## src/rtl/sdac_pkg.sv

```systemverilog
package sdac_pkg;

    typedef enum logic [2:0] {
        ST_PWRUP,
        ST_IDLE,
        ST_CSSU,
        ST_SHIFT,
        ST_CSHD,
        ST_STBSU,
        ST_STBLO,
        ST_GAP
    } seq_state_e;

    typedef struct packed {
        logic cs_n;
        logic sclk;
        logic latch_n;
    } pin_bus_t;

    // Nanoseconds to whole clock cycles, rounded up, never below one cycle.
    function automatic int ns_to_cyc(input int ns, input int clk_ns);
        int c;
        c = (ns + clk_ns - 1) / clk_ns;
        return (c < 1) ? 1 : c;
    endfunction

    function automatic int imax(input int a, input int b);
        return (a > b) ? a : b;
    endfunction

    // Pin levels that belong to a sequencer state.
    function automatic pin_bus_t pin_decode(input seq_state_e st, input logic hi,
                                            input logic strobe);
        pin_bus_t p;
        p.cs_n    = !((st == ST_CSSU) || (st == ST_SHIFT) || (st == ST_CSHD));
        p.sclk    = (st == ST_SHIFT) && hi;
        p.latch_n = strobe && (st != ST_STBLO);
        return p;
    endfunction

endpackage

```

## src/rtl/sdac_tmr.sv

```systemverilog
module sdac_tmr #(
    parameter int                W       = 10,
    parameter logic [W-1:0]      RST_VAL = '0
) (
    input  logic         clk,
    input  logic         rst,
    input  logic         load,
    input  logic [W-1:0] load_val,
    output logic         done
);
    logic [W-1:0] cnt_q;

    always_ff @(posedge clk) begin
        if (rst) begin
            cnt_q <= RST_VAL;
        end else if (load) begin
            cnt_q <= load_val;
        end else if (cnt_q != '0) begin
            cnt_q <= cnt_q - W'(1);
        end
    end

    assign done = (cnt_q == '0);
endmodule

```

## src/rtl/sdac_shreg.sv

```systemverilog
module sdac_shreg #(
    parameter int W = 16
) (
    input  logic         clk,
    input  logic         rst,
    input  logic         load,
    input  logic         shift,
    input  logic [W-1:0] din,
    output logic         msb
);
    logic [W-1:0] sh_q;

    always_ff @(posedge clk) begin
        if (rst) begin
            sh_q <= '0;
        end else if (load) begin
            sh_q <= din;
        end else if (shift) begin
            sh_q <= {sh_q[W-2:0], 1'b0};
        end
    end

    assign msb = sh_q[W-1];
endmodule

```

## src/rtl/sdac_wr_seq.sv

```systemverilog
module sdac_wr_seq
    import sdac_pkg::*;
#(
    parameter int CLK_NS             = 20,
    parameter int WORD_W             = 16,
    parameter int SCLK_MIN_PERIOD_NS = 100,
    parameter int SCLK_MIN_PHASE_NS  = 45,
    parameter int DATA_SETUP_NS      = 40,
    parameter int CS_SETUP_NS        = 45,
    parameter int CS_HOLD_NS         = 45,
    parameter int STB_SETUP_NS       = 50,
    parameter int STB_WIDTH_NS       = 50,
    parameter int CS_GAP_NS          = 100,
    parameter int PWRUP_NS           = 20000
) (
    input  logic              clk,
    input  logic              rst,
    input  logic              in_valid,
    output logic              in_ready,
    input  logic [WORD_W-1:0] in_code,
    input  logic              use_strobe,
    output logic              cs_n,
    output logic              sclk,
    output logic              sdo,
    output logic              latch_n
);
    // Interval lengths in cycles, each rounded up from its minimum.
    localparam int HALF_CYC  = imax(imax(ns_to_cyc(SCLK_MIN_PHASE_NS, CLK_NS),
                                         ns_to_cyc(DATA_SETUP_NS, CLK_NS)),
                                    ns_to_cyc((SCLK_MIN_PERIOD_NS + 1) / 2, CLK_NS));
    localparam int CSSU_CYC  = imax(ns_to_cyc(CS_SETUP_NS, CLK_NS),
                                    ns_to_cyc(DATA_SETUP_NS, CLK_NS));
    localparam int CSHD_CYC  = ns_to_cyc(CS_HOLD_NS, CLK_NS);
    localparam int STBSU_CYC = ns_to_cyc(STB_SETUP_NS, CLK_NS);
    localparam int STBLO_CYC = ns_to_cyc(STB_WIDTH_NS, CLK_NS);
    localparam int GAP_CYC   = ns_to_cyc(CS_GAP_NS, CLK_NS);
    localparam int PWR_CYC   = ns_to_cyc(PWRUP_NS, CLK_NS);
    localparam int MAX_CYC   = imax(imax(imax(HALF_CYC, CSSU_CYC), imax(CSHD_CYC, STBSU_CYC)),
                                    imax(imax(STBLO_CYC, GAP_CYC), PWR_CYC));
    localparam int TMR_W     = $clog2(MAX_CYC + 1);
    localparam int BIT_W     = $clog2(WORD_W);

    localparam logic [TMR_W-1:0] HALF_LD  = TMR_W'(HALF_CYC - 1);
    localparam logic [TMR_W-1:0] CSSU_LD  = TMR_W'(CSSU_CYC - 1);
    localparam logic [TMR_W-1:0] CSHD_LD  = TMR_W'(CSHD_CYC - 1);
    localparam logic [TMR_W-1:0] STBSU_LD = TMR_W'(STBSU_CYC - 1);
    localparam logic [TMR_W-1:0] STBLO_LD = TMR_W'(STBLO_CYC - 1);
    localparam logic [TMR_W-1:0] GAP_LD   = TMR_W'(GAP_CYC - 1);
    localparam logic [TMR_W-1:0] PWR_LD   = TMR_W'(PWR_CYC - 1);
    localparam logic [BIT_W-1:0] LAST_BIT = BIT_W'(WORD_W - 1);

    seq_state_e       state_q, state_d;
    logic             hi_q, hi_d;
    logic [BIT_W-1:0] bit_q, bit_d;
    logic             strobe_q, strobe_d;
    pin_bus_t         pins_q;

    logic             tmr_done;
    logic             tmr_ld;
    logic [TMR_W-1:0] tmr_val;
    logic             sh_ld;
    logic             sh_shift;

    sdac_tmr #(
        .W       (TMR_W),
        .RST_VAL (PWR_LD)
    ) u_tmr (
        .clk      (clk),
        .rst      (rst),
        .load     (tmr_ld),
        .load_val (tmr_val),
        .done     (tmr_done)
    );

    sdac_shreg #(
        .W (WORD_W)
    ) u_shreg (
        .clk   (clk),
        .rst   (rst),
        .load  (sh_ld),
        .shift (sh_shift),
        .din   (in_code),
        .msb   (sdo)
    );

    always_comb begin
        state_d  = state_q;
        hi_d     = hi_q;
        bit_d    = bit_q;
        strobe_d = strobe_q;
        tmr_ld   = 1'b0;
        tmr_val  = '0;
        sh_ld    = 1'b0;
        sh_shift = 1'b0;
        case (state_q)
            ST_PWRUP: begin
                if (tmr_done) state_d = ST_IDLE;
            end
            ST_IDLE: begin
                if (in_valid) begin
                    state_d  = ST_CSSU;
                    strobe_d = use_strobe;
                    sh_ld    = 1'b1;
                    tmr_ld   = 1'b1;
                    tmr_val  = CSSU_LD;
                end
            end
            ST_CSSU: begin
                if (tmr_done) begin
                    state_d = ST_SHIFT;
                    hi_d    = 1'b1;
                    bit_d   = '0;
                    tmr_ld  = 1'b1;
                    tmr_val = HALF_LD;
                end
            end
            ST_SHIFT: begin
                if (tmr_done) begin
                    tmr_ld = 1'b1;
                    if (hi_q) begin
                        hi_d = 1'b0;
                        if (bit_q == LAST_BIT) begin
                            state_d = ST_CSHD;
                            tmr_val = CSHD_LD;
                        end else begin
                            bit_d    = bit_q + BIT_W'(1);
                            sh_shift = 1'b1;
                            tmr_val  = HALF_LD;
                        end
                    end else begin
                        hi_d    = 1'b1;
                        tmr_val = HALF_LD;
                    end
                end
            end
            ST_CSHD: begin
                if (tmr_done) begin
                    tmr_ld = 1'b1;
                    if (strobe_q) begin
                        state_d = ST_STBSU;
                        tmr_val = STBSU_LD;
                    end else begin
                        state_d = ST_GAP;
                        tmr_val = GAP_LD;
                    end
                end
            end
            ST_STBSU: begin
                if (tmr_done) begin
                    state_d = ST_STBLO;
                    tmr_ld  = 1'b1;
                    tmr_val = STBLO_LD;
                end
            end
            ST_STBLO: begin
                if (tmr_done) begin
                    state_d = ST_GAP;
                    tmr_ld  = 1'b1;
                    tmr_val = GAP_LD;
                end
            end
            ST_GAP: begin
                if (tmr_done) state_d = ST_IDLE;
            end
            default: state_d = ST_IDLE;
        endcase
    end

    always_ff @(posedge clk) begin
        if (rst) begin
            state_q  <= ST_PWRUP;
            hi_q     <= 1'b0;
            bit_q    <= '0;
            strobe_q <= 1'b1;
            pins_q   <= '{cs_n: 1'b1, sclk: 1'b0, latch_n: 1'b1};
        end else begin
            state_q  <= state_d;
            hi_q     <= hi_d;
            bit_q    <= bit_d;
            strobe_q <= strobe_d;
            pins_q   <= pin_decode(state_d, hi_d, strobe_d);
        end
    end

    assign in_ready = (state_q == ST_IDLE);
    assign cs_n     = pins_q.cs_n;
    assign sclk     = pins_q.sclk;
    assign latch_n  = pins_q.latch_n;
endmodule

```

## config.mk

```make
export PLATFORM = sky130hd
export DESIGN_NAME = sdac_wr_seq
export DESIGN_NICKNAME = d
export VERILOG_FILES = /design/src/rtl/sdac_pkg.sv /design/src/rtl/sdac_tmr.sv /design/src/rtl/sdac_shreg.sv /design/src/rtl/sdac_wr_seq.sv
export SDC_FILE = /design/constraint.sdc
export NUM_CORES = 1
export LEC_CHECK = 0
export BUFFER_PORTS_ARGS = -buffer_cell sky130_fd_sc_hd__buf_4
export CAP_MARGIN = 15
export CELL_PAD_IN_SITES_DETAIL_PLACEMENT = 0
export CELL_PAD_IN_SITES_GLOBAL_PLACEMENT = 2
export CORE_MARGIN = 5
export CORE_UTILIZATION = 38
export DETAILED_ROUTE_END_ITERATION = 8
export PLACE_DENSITY_LB_ADDON = 0.1
export SYNTH_ARGS = -nofsm -noshare
export SYNTH_HDL_FRONTEND = slang
export SYNTH_HIERARCHICAL = 1
export SYNTH_SLANG_ARGS = --single-unit
```

## constraint.sdc

```tcl
create_clock -name clk -period 5.8 [get_ports clk]
set_clock_uncertainty 0.1 [all_clocks]
set_input_delay 0.58 -clock clk [delete_from_list [all_inputs] [get_ports clk]]
set_output_delay 0.58 -clock clk [all_outputs]
set_load 0.01 [all_outputs]
```

==> flow_summary.toml <==
[outcome]
outcome = "finished, final reports clean"

[place]
hpwl_mm = 2.975
gp_congestion = 0.7480
port_buffers = 24

[clocking]
hold_buffers = 0
clock_latency_ps = 300
h-tree-depth = 2
numCtsBuffers = 5
clk_pin_slew_ps = 80
cts_tree = "built"
cts_sinks = 38
cts_setup_buffers = 0
cts_resized = 0
clockBufferDepth = 2
cts_root_buf = "clkbuf_8"

[global_route]
met3_usage = 0.04122
grt_pass1_wl_mm = 7.838
overflow = 0
grt_busiest_layer = "met2"
antenna_found_initial = 0
met2_usage = 0.2028
use_met1 = 0.1773
grt.total_usage = 0.1330
grt_pass1_vias = 1700
grt_max_degree = 43

[sta]
maxSlewHeadroom = 0.6284
hold_viol = 0
fmax_mhz = 308.0
tns_ps = 0
rsz0062_at_grt = "no"
period_needed_ps = 3246
slew_violations = 0
max_slew.worst_pin.slew_ps = 556.8
timing.final.crit_share = 0.5597
setup-violations-final = 0

[route]
via_per_inst = 5.196
post_drt_wl_per_cell_um = 13.60
drtIter0Drc = 58
via_count = 1699
drt_first_pass_iters = 4
wl_mm = 4.448
drc = 0
ant_nets = 0

[critical_path]
critPathRequiredTime_ps = 5900
critPathKind = "reg -> reg"
path_max_fanout = 23
cp-start-kind = "flip-flop"
arrival_ps = 3340
cp-end-kind = "flip-flop"
r2r_cells = 10

[final_layout]
drive_gt1_frac = 0.1882
fin_nets = 278
antenna_cells = 0
final_core_utilization = 0.4401
layout_common_cells = "dfxtp_1 (38), buf_4 (26), nor2b_1 (20), mux2i_1 (17), a21oi_1 (14)"
final_common_cell = "dfxtp_1"
seqCellArea_um2 = 760.7
multi_input_area_mm2 = 0.001246
area_growth_pct = 13.44
fillers = 571

[die]
start_util = 0.3880
die_y_um = 84.75
ios = 25
die_x_um = 84.75
core_mm2 = 0.005473
placementRows = 27
die_area_mm2 = 0.007183

[synthesis]
synth_top_cell_area_share = 0.3583
ys_types = 59
syn-cell-area_mm2 = 0.002123
ys_async_sr_fraction = 0
synth_edf_count = 0
synth.largest_area_cell = "dfxtp_1"
synthFlopType = "dfxtp_1"
postSynthCellCount = 231
ys_seq_area_frac = 0.3583
ys_ff_latch = 38
yosysWarningCount = 6
syn_area_per_cell_um2 = 9.192
ys_top_cells_by_area = "dfxtp_1 (36%), mux2i_1 (8.0%), nor2b_1 (5.9%)"

[power_and_ir_drop]
leakagePower_uw = 0.0008374
peakVddDrop_mv = 0.09257
powerDensity_mw_per_mm2 = 193.7

[run]
drv_cap = 0

[hold_path]
hold_class = "reg -> reg"
whs_path_depth = 2
==> state kept, by name, indices dropped and copies added, names as in the netlist <==
register and cells:
u_shreg/sh_q 16, hi_q 1, bit_q 4, latch_n 1, cs_n 1, u_tmr/cnt_q 10
strobe_q 1, sclk 1, state_q 3
==> routing by layer <==
metal | wire, um | share of wire
met5 | 0 | 0
met4 | 75 | 0.017
met3 | 149 | 0.033
met2 | 1924 | 0.43
met1 | 2300 | 0.52
==> power by group <==
| part | internal (uW) | switching, uW |
|---|---|---|
| Sequential | 263 | 1.91 |
| Clock | 80.8 | 97.2 |
| Combinational | 12.7 | 11.2 |
| Total | 356 | 110 |
==> cell usage after synthesis, types with 2 or more instances <==
master    instances
buf_2             3
a211oi_1         13
or3_1             2
nor2_1            6
nor3b_1           6
a211oi_2          4
a211o_1           3
o31ai_1           4
nor4_1            3
buf_6             2
clkbuf_1          7
or4_1             4
a21oi_1          14
o311ai_0          2
inv_1             9
nor2b_1          20
dfxtp_1          38
ha_1              3
and3_1            3
nand2_1           5
a311oi_1          2
xnor2_1           2
o21ai_1           3
mux2i_1          17
mux2_2            2
nand3_1           7
nor3_1            6
o21ai_0           9
and2_1            2
==> critical path, stage by stage, from the launching register on <==
cell	delay, ps
dfxtp_1	320
inv_1	90
ha_1	210
or4b_4	490
or3_1	480
inv_2	250
inv_1	150
o21bai_1	160
buf_4	270
or3b_2	460
and3b_1	180
==> path summary, 6_finish.rpt <==
check / startpoint / end / slack, ps
worst min register to register: bit_q[1] / bit_q[1] / 400
worst min-delay path: bit_q[1] / bit_q[1] / 400
worst max-delay path: u_tmr/cnt_q[0] / u_tmr/cnt_q[7] / 2550
worst max register to register: u_tmr/cnt_q[0] / u_tmr/cnt_q[7] / 2550
==> kinds of logic after synthesis <==
| kind of cell | Yosys count | share of synthesized area |
|---|---|---|
| AOI/OAI and AO/OA | 63 | 0.2121 |
| xor gates and xnor gates | 2 | 0.008251 |
| adders and majority gates | 3 | 0.01768 |
| buffers and inverters | 26 | 0.06953 |
| DFF | 38 | 0.3583 |
| muxes | 20 | 0.09605 |
| other | 1 | 0.001766 |
| and+or+nand+nor | 78 | 0.2363 |
==> metrics by stage <==
step                hold WS, ps  instances  worst slack (ps)  total power (uW)  cell area [um2]
floorplan                 366.4        238              2735             281.6             2150
global placement          386.8        320              2588             295.1             2330
detailed placement        383.7        320              2552             294.7             2330
CTS                       398.6        327              2546             472.2             2409
global route              417.7        327              2349             486.1             2409
finish                    400.5        327              2554             466.5             2409
==> final cells by class <==
cell class	instances	share of cell area
clock inverters	2	0.004156
well taps	72	0.03740
multi-input cells	174	0.5174
repair buffers	26	0.08104
clock buffers	5	0.02857
flip-flops and latches	38	0.3158
inverters	10	0.01558
(Power assumes the default switching activity.)
